==> src/rtl/cle_pkg.sv <==
package cle_pkg;
   typedef enum logic {
      POL_NEG = 1'b0,
      POL_POS = 1'b1
   } pol_t;

   // default interval patterns, leftmost bit is the first interval on the line
   localparam logic [3:0] CLE_ONE_BLK  = 4'b1100;
   localparam logic [3:0] CLE_ZERO_BLK = 4'b1010;

   function automatic pol_t pol_flip(input pol_t p);
      return (p == POL_POS) ? POL_NEG : POL_POS;
   endfunction
endpackage

==> src/rtl/cle_ui_seq.sv <==
module cle_ui_seq #(
   parameter int UI_PER_BIT = 4,
   localparam int IDX_W = (UI_PER_BIT > 1) ? $clog2(UI_PER_BIT) : 1
) (
   input  logic             clk,
   input  logic             rst_n,
   input  logic             ui_en,
   output logic [IDX_W-1:0] ui_idx,
   output logic             blk_start
);
   localparam logic [IDX_W-1:0] IDX_LAST = IDX_W'(UI_PER_BIT - 1);

   assign blk_start = ui_en && (ui_idx == '0);

   generate
      if ((1 << IDX_W) == UI_PER_BIT) begin : g_wrap_free
         always_ff @(posedge clk or negedge rst_n) begin
            if (!rst_n)     ui_idx <= '0;
            else if (ui_en) ui_idx <= ui_idx + 1'b1;
         end
      end else begin : g_wrap_cmp
         always_ff @(posedge clk or negedge rst_n) begin
            if (!rst_n)     ui_idx <= '0;
            else if (ui_en) ui_idx <= (ui_idx == IDX_LAST) ? '0 : ui_idx + 1'b1;
         end
      end
   endgenerate
endmodule

==> src/rtl/cle_octet_ctr.sv <==
module cle_octet_ctr #(
   parameter int OCTET_BITS = 8,
   localparam int CNT_W = (OCTET_BITS > 1) ? $clog2(OCTET_BITS) : 1
) (
   input  logic             clk,
   input  logic             rst_n,
   input  logic             take,
   input  logic             restart,
   output logic             viol,
   output logic [CNT_W-1:0] oct_cnt
);
   localparam logic [CNT_W-1:0] POS_LAST = CNT_W'(OCTET_BITS - 1);

   logic [CNT_W-1:0] pos_now;

   assign pos_now = restart ? '0 : oct_cnt;
   assign viol    = (pos_now == POS_LAST);

   generate
      if ((1 << CNT_W) == OCTET_BITS) begin : g_wrap_free
         always_ff @(posedge clk or negedge rst_n) begin
            if (!rst_n)    oct_cnt <= '0;
            else if (take) oct_cnt <= pos_now + 1'b1;
         end
      end else begin : g_wrap_cmp
         always_ff @(posedge clk or negedge rst_n) begin
            if (!rst_n)    oct_cnt <= '0;
            else if (take) oct_cnt <= viol ? '0 : pos_now + 1'b1;
         end
      end
   endgenerate
endmodule

==> src/rtl/cle_polarity.sv <==
module cle_polarity
   import cle_pkg::*;
(
   input  logic clk,
   input  logic rst_n,
   input  logic take,
   input  logic viol,
   output pol_t pol_next
);
   pol_t last_pol;

   // a violating block keeps the previous polarity, others flip
   assign pol_next = viol ? last_pol : pol_flip(last_pol);

   always_ff @(posedge clk or negedge rst_n) begin
      if (!rst_n)    last_pol <= POL_NEG;
      else if (take) last_pol <= pol_next;
   end
endmodule

==> src/rtl/cle_shaper.sv <==
module cle_shaper
   import cle_pkg::*;
#(
   parameter int UI_PER_BIT = 4,
   parameter logic [UI_PER_BIT-1:0] ONE_BLK  = CLE_ONE_BLK,
   parameter logic [UI_PER_BIT-1:0] ZERO_BLK = CLE_ZERO_BLK,
   localparam int IDX_W = (UI_PER_BIT > 1) ? $clog2(UI_PER_BIT) : 1
) (
   input  logic             clk,
   input  logic             rst_n,
   input  logic             ui_en,
   input  logic             take,
   input  logic             data,
   input  pol_t             pol_in,
   input  logic [IDX_W-1:0] ui_idx,
   output pol_t             blk_pol_q,
   output logic             line_pos,
   output logic             line_neg
);
   localparam logic [IDX_W-1:0] IDX_TOP = IDX_W'(UI_PER_BIT - 1);

   logic [UI_PER_BIT-1:0] pat_q;
   logic [UI_PER_BIT-1:0] pat_now;
   pol_t                  pol_now;
   logic                  mark_now;

   assign pat_now  = take ? (data ? ONE_BLK : ZERO_BLK) : pat_q;
   assign pol_now  = take ? pol_in : blk_pol_q;
   assign mark_now = pat_now[IDX_TOP - ui_idx];

   always_ff @(posedge clk or negedge rst_n) begin
      if (!rst_n) begin
         pat_q     <= '0;
         blk_pol_q <= POL_NEG;
         line_pos  <= 1'b0;
         line_neg  <= 1'b0;
      end else if (ui_en) begin
         line_pos <= mark_now && (pol_now == POL_POS);
         line_neg <= mark_now && (pol_now == POL_NEG);
         if (take) begin
            pat_q     <= pat_now;
            blk_pol_q <= pol_now;
         end
      end
   end
endmodule

==> src/rtl/codir_line_enc.sv <==
module codir_line_enc
   import cle_pkg::*;
#(
   parameter int UI_PER_BIT = 4,
   parameter int OCTET_BITS = 8,
   parameter logic [UI_PER_BIT-1:0] ONE_BLK  = CLE_ONE_BLK,
   parameter logic [UI_PER_BIT-1:0] ZERO_BLK = CLE_ZERO_BLK
) (
   input  logic clk,
   input  logic rst_n,
   input  logic ui_en,
   input  logic data_in,
   input  logic octet_mark,
   output logic line_pos,
   output logic line_neg
);
   localparam int IDX_W = (UI_PER_BIT > 1) ? $clog2(UI_PER_BIT) : 1;
   localparam int CNT_W = (OCTET_BITS > 1) ? $clog2(OCTET_BITS) : 1;

   generate
      if (UI_PER_BIT < 2) begin : g_bad_ui
         $error("UI_PER_BIT must be at least 2");
      end
      if (OCTET_BITS < 2) begin : g_bad_oct
         $error("OCTET_BITS must be at least 2");
      end
      if (ONE_BLK == ZERO_BLK) begin : g_bad_same
         $error("ONE_BLK and ZERO_BLK must differ");
      end
      if (!ONE_BLK[UI_PER_BIT-1] || !ZERO_BLK[UI_PER_BIT-1]) begin : g_bad_lead
         $error("both patterns must open with a mark");
      end
   endgenerate

   logic [IDX_W-1:0] ui_idx;
   logic             blk_start;
   logic             viol;
   logic [CNT_W-1:0] oct_cnt;
   pol_t             pol_next;
   pol_t             blk_pol_q;

   cle_ui_seq #(.UI_PER_BIT(UI_PER_BIT)) u_seq (
      .clk       (clk),
      .rst_n     (rst_n),
      .ui_en     (ui_en),
      .ui_idx    (ui_idx),
      .blk_start (blk_start)
   );

   cle_octet_ctr #(.OCTET_BITS(OCTET_BITS)) u_oct (
      .clk     (clk),
      .rst_n   (rst_n),
      .take    (blk_start),
      .restart (octet_mark),
      .viol    (viol),
      .oct_cnt (oct_cnt)
   );

   cle_polarity u_pol (
      .clk      (clk),
      .rst_n    (rst_n),
      .take     (blk_start),
      .viol     (viol),
      .pol_next (pol_next)
   );

   cle_shaper #(
      .UI_PER_BIT (UI_PER_BIT),
      .ONE_BLK    (ONE_BLK),
      .ZERO_BLK   (ZERO_BLK)
   ) u_shp (
      .clk       (clk),
      .rst_n     (rst_n),
      .ui_en     (ui_en),
      .take      (blk_start),
      .data      (data_in),
      .pol_in    (pol_next),
      .ui_idx    (ui_idx),
      .blk_pol_q (blk_pol_q),
      .line_pos  (line_pos),
      .line_neg  (line_neg)
   );
endmodule

==> config.mk <==
export PLATFORM = sky130hd
export DESIGN_NAME = codir_line_enc
export DESIGN_NICKNAME = d
export VERILOG_FILES = /design/src/rtl/cle_pkg.sv /design/src/rtl/cle_ui_seq.sv /design/src/rtl/cle_octet_ctr.sv /design/src/rtl/cle_polarity.sv /design/src/rtl/cle_shaper.sv /design/src/rtl/codir_line_enc.sv
export SDC_FILE = /design/constraint.sdc
export NUM_CORES = 1
export LEC_CHECK = 0
export ABC_CLOCK_PERIOD_IN_PS = 2700
export CAP_MARGIN = 0
export CORE_MARGIN = 4
export CORE_UTILIZATION = 38
export DETAILED_ROUTE_END_ITERATION = 6
export GPL_TIMING_DRIVEN = 0
export HOLD_SLACK_MARGIN = 0.15
export RECOVER_POWER = 100
export SKIP_LAST_GASP = 1
export SLEW_MARGIN = 30
export SYNTH_ARGS = -nofsm -noshare
export SYNTH_HDL_FRONTEND = slang
export SYNTH_SLANG_ARGS = --single-unit
==> constraint.sdc <==
create_clock -name clk -period 2.7 [get_ports clk]
set_clock_uncertainty 0.05 [all_clocks]
set_input_delay 0.54 -clock clk [delete_from_list [all_inputs] [get_ports clk]]
set_output_delay 0.54 -clock clk [all_outputs]
set_load 0.005 [all_outputs]
After elaboration in Yosys (flattened, before gate mapping)
Index checks and enable logic that the tools add are counted. Widths: inputs -> output; s select.

Register bits after elaboration: 13. Input port bits: 5. Logic and storage cells: 26.

$add $sub $neg: 3. Magnitude comparators: 1. Equal/unequal tests: 1. Muxes and demuxes: 8. Bitwise logic cells: 1. Reductions and logical operators: 5.

Operators by type and width (count): $mux 3 (2); $mux 1 (4); $mux 4 (1); $add 3x1->3 const B (1); $eq 3x3->1 const B (1); $logic_and 1x1->1 (3); $lt 2x3->1 const B (1); $add 2x1->2 const B (1); $bmux 1 s2 (1); $logic_not 2->1 (1); $reduce_and 2->1 (1); $sub 2x2->2 const A (1); $not 1->1 (1).

Logic depth before layout (Yosys ltp)
Depth in word-level cells: 6. Depth in mapped cells: 8.

Modules after synthesis
Synthesis repeated with hierarchy kept, for this count alone.

Cells, all modules: 51. Area, all modules: 658.1 um2.

By module, submodules not included: cle_shaper (times used 1, cells each 27, area each 335.3 um2, sequential area each 175.2 um2); cle_octet_ctr (times used 1, cells each 12, area each 157.7 um2, sequential area each 75.1 um2); cle_ui_seq (times used 1, cells each 8, area each 101.3 um2, sequential area each 50.0 um2); cle_polarity (times used 1, cells each 4, area each 63.8 um2, sequential area each 25.0 um2).

Worst setup path before layout
OpenSTA, ideal clock, no wires.

Path kind: in2reg. Start point: input port octet_mark. End point: register u_shp.line_pos. Arrival time: 1.536 ns. Data required time: 2.554 ns. Slack: 1.019 ns. Cell stages on the path: 6. Cell sequence: nor2b_1 ha_1 ha_1 xor2_1 o21a_2 o32ai_2.

Cells in the longest elaborated chain, start to end: 5.

Ends and longest elaborated chain: start, declared (RTL line codir_line_enc.sv:13) `input logic octet_mark,`; $mux 3 (RTL line cle_octet_ctr.sv:16) `assign pos_now = restart ? '0 : oct_cnt;`; $eq 3x3->1 (RTL line cle_octet_ctr.sv:17) `assign viol = (pos_now == POS_LAST);`; $mux 1 (RTL line cle_polarity.sv:13) `assign pol_next = viol ? last_pol : pol_flip(last_pol);`; $mux 1 (RTL line cle_shaper.sv:28) `assign pol_now = take ? pol_in : blk_pol_q;`; $logic_and 1x1->1 (RTL line cle_shaper.sv:38) `line_pos <= mark_now && (pol_now == POL_POS);`; end signal, assigned (RTL line cle_shaper.sv:38); end, declared (RTL line cle_shaper.sv:17) `output logic line_pos,`.

No other way between the ends. A chain may end at the register's enable or synchronous reset.

Worst setup path after layout
Same ends and word-level chain as after synthesis.

==> impl_metrics.json <==
{
  "core_area_um2": 1524,
  "net-switching-power_mw": 0.2172,
  "share_of_the_yosys_chip_area_belonging_to_registers_pct": 52.00,
  "global_route.peak_usage_layer": "met1",
  "timing.critical_path.required_ns": 2.82,
  "placementRows": 14,
  "min_from": "u_oct.oct_cnt[0]$_DFFE_PN0P_",
  "area_growth_pct": 11.80,
  "grt.overflow.total": 0,
  "kind_of_end_point_of_the_critical_path": "flop",
  "floorplan.die.height_um": 48.58,
  "die-area_um2": 2360,
  "post_synth_instance_area_um2": 625.6,
  "globalRouteMet3Util_pct": 1.840,
  "grt_setup_unrepaired": "no",
  "fin_crit_sh_pct": 77.96,
  "worstReg2RegStart": "u_seq.ui_idx[0]$_DFFE_PN0P_",
  "design_power_total_mw": 0.6516,
  "critPathMostFrequentCell": "sky130_fd_sc_hd__ha_1",
  "power_switching_share_pct": 33.33,
  "post_layout_nets": 70,
  "route.vias.total": 359,
  "multiInputGateArea_um2": 240.2,
  "p_seq_share_pct": 47.1,
  "tritoncts_clock_tree": "done",
  "ir_drop_uv": 412.5,
  "met2_capacity_usage_during_global_routing_pct": 10.65,
  "final_setup_violations": 0,
  "layout_common_cells": "sky130_fd_sc_hd__dfrtp_1, sky130_fd_sc_hd__inv_1, sky130_fd_sc_hd__nand2_1, sky130_fd_sc_hd__dlygate4sd3_1",
  "internal-power_mw": 0.4344,
  "number_of_max_cap_violations": 0,
  "power_per_cell_area_nw_per_um2": 931.6,
  "ys_ff_latch": 13,
  "finalMaxSlewViolations": 0,
  "worst_setup_path_startpoint": "octet_mark",
  "fin_tns_setup_ns": 0,
  "utilization_pct": 45.89,
  "cts-htree-levels": 1,
  "cts_buffers": 3,
  "buffer_ports.inserted": 5,
  "critical-path-max-stage-delay_ns": 0.57,
  "clkPwrFrac_pct": 18.2,
  "outcome": "complete, no violations",
  "post_syn_nets": 60,
  "start_util_pct": 41.05,
  "nFillCells": 146,
  "worst-setup-path-type": "input pin to flop",
  "timing.final.crit_period_ns": 2.105,
  "cp-start-kind": "input pin",
  "critical-path-slowest-cell": "sky130_fd_sc_hd__dlygate4sd3_1",
  "worstPathMaxFanout": 3,
  "post_synth_num_cell_types": 22,
  "global_route.usage.met1_pct": 11.39,
  "worst_slew_margin_rel_pct": 62.86,
  "area_of_all_sequential_standard_cells_um2": 325.3,
  "worstSkewPairLatency_ns": 0.27,
  "grt_antenna_before_repair": 0,
  "maximum_number_of_pins_on_one_net_before_global_route_repair": 14,
  "drc": 0,
  "mostFrequentLayoutCell": "sky130_fd_sc_hd__dfrtp_1",
  "place.gp.congestion": 0.7912,
  "gr-usage-all-layers_pct": 8.795,
  "ctsRootBufferMaster": "sky130_fd_sc_hd__clkbuf_4",
  "synth.yosys.warnings": 0,
  "design.portCount": 7,
  "syn_inst": 52,
  "routed_via_density": 4.662,
  "number_of_global_route_vias_before_repair": 375,
  "cts_setup_buffers": 0,
  "post_route_cells_drive_above_1_share_pct": 13.11,
  "worst-r2r-setup-slack_ns": 0.77,
  "first_iter_violations": 1,
  "dp_hpwl_um": 653.7,
  "postSynthAreaPerCell_um2": 12.03,
  "leakagePower_nw": 0.3510,
  "die_w_um": 48.58,
  "max_root_sink_buffers": 2,
  "cp.arrival_ns": 2.23,
  "max_clock_freq_ghz": 0.4751,
  "antenna_cells": 0,
  "drtPass1Iterations": 3,
  "wire_length_of_the_first_global_routing_pass_um": 1538,
  "final_routed_wirelength_um": 857,
  "drt-wirelength-per-cell_um": 11.13,
  "share_comb_of_total_power_pct": 34.7,
  "postRouteAntennaNets": 0,
  "timing.hold.worst.class": "flop to flop",
  "cts_num_sinks": 13,
  "cp_cell_sequence": "dlygate4sd3_1 > nor2b_1 > ha_1 > ha_1 > xor2_1 > o21a_2 > o32ai_1",
  "hold_fix_buffers_at_cts": 0,
  "cts_resized": 0,
  "clk_transition_reported_paths_ns": 0.08,
  "final-hold-violation-count": 0,
  "worst-slew-pin-transition_ns": 0.5553
}
[synth_stat cells (all sizes together)]
cell | number | share of area [%]
a21boi | 2 | 2.4
a31oi | 1 | 1.0
a41o | 1 | 1.6
and2 | 1 | 1.0
buf | 2 | 3.6
dfrtp | 13 | 52
ha | 3 | 6.0
inv | 6 | 3.6
mux2 | 2 | 3.6
nand2 | 6 | 5.2
nand2b | 1 | 1.0
nand3 | 1 | 1.6
nor2 | 1 | 0.60
nor2b | 3 | 3.0
o21a | 1 | 1.4
o21ai | 2 | 1.6
o32ai | 2 | 5.2
o41ai | 1 | 1.4
xor2 | 3 | 4.2
[registers in the layout (all words and copies together) (netlist names)]
register         cells
u_oct.oct_cnt        3
u_pol.last_pol       1
u_seq.ui_idx         2
u_shp.blk_pol_q      1
u_shp.line_neg       1
u_shp.line_pos       1
u_shp.pat_q          4
[critical path, delay by kind of cell]
kind                     cells  cell delay, ns
AO/OA/AOI/OAI                2            0.47
buffers and inverters        1            0.57
AND/OR/NAND/NOR              1            0.07
XOR/XNOR                     1            0.16
adder cells (fa/ha/maj)      2            0.40
[area by class of cell]
| type | count | share of cell area (%) |
|---|---|---|
| buffer | 2 | 2.147 |
| multi-input combinational | 31 | 34.35 |
| clock buffer | 4 | 3.757 |
| timing repair buffer | 5 | 7.156 |
| sequential | 13 | 46.51 |
| tap | 16 | 2.862 |
| inverter | 6 | 3.220 |
[path summary, 6_finish.rpt]
check | to | depth (start not counted)
setup / recovery | u_shp.line_pos$_DFFE_PN0P_ | 7
hold / removal | u_oct.oct_cnt[0]$_DFFE_PN0P_ | 2
setup reg to reg | u_shp.line_pos$_DFFE_PN0P_ | 7
hold reg to reg | u_oct.oct_cnt[0]$_DFFE_PN0P_ | 2
max in group asynchronous | u_shp.pat_q[2]$_DFFE_PN0P_ | 1
min in group asynchronous | u_oct.oct_cnt[1]$_DFFE_PN0P_ | 1
[cells by family after synthesis]
kind of cell               after synthesis  share of synthesized area [%]
and+or+nand+nor                         13                          12.40
DFF                                     13                          52.00
AOI/OAI and AO/OA                       10                          14.60
buffers and inverters                    8                          7.199
xor gates and xnor gates                 3                          4.201
adders and majority gates                3                          6.001
muxes                                    2                          3.600
[routing by layer]
layer | routed length, um | up-vias | part of all wire, %
met4 | 19 | 0 | 2.2
met3 | 22 | 2 | 2.6
met5 | 0 | - | 0
li1 | - | 193 | -
met2 | 360 | 4 | 42
met1 | 454 | 160 | 53
[per-stage QoR]
stage / worst slack [ns] / instance area [um2] / hold WS (ns) / cells
after CTS: 0.7014 / 721.9 / 0.4265 / 77
after global placement: 0.3985 / 695.7 / 0.4175 / 73
after global routing: 0.4401 / 699.4 / 0.4355 / 77
after detailed placement: 0.4200 / 695.7 / 0.4211 / 73
after floorplan: 1.019 / 625.6 / 0.1944 / 52
final: 0.5951 / 699.4 / 0.4325 / 77
[power by group through the flow]
stage	sequential, mW	clock (mW)	combinational, mW
finish	0.307	0.119	0.226
global route	0.318	0.133	0.262
detailed placement	0.313	0	0.265
global placement	0.311	0	0.265
CTS	0.309	0.126	0.269
floorplan	0.306	0	0.205
(Power assumes the default switching activity.)
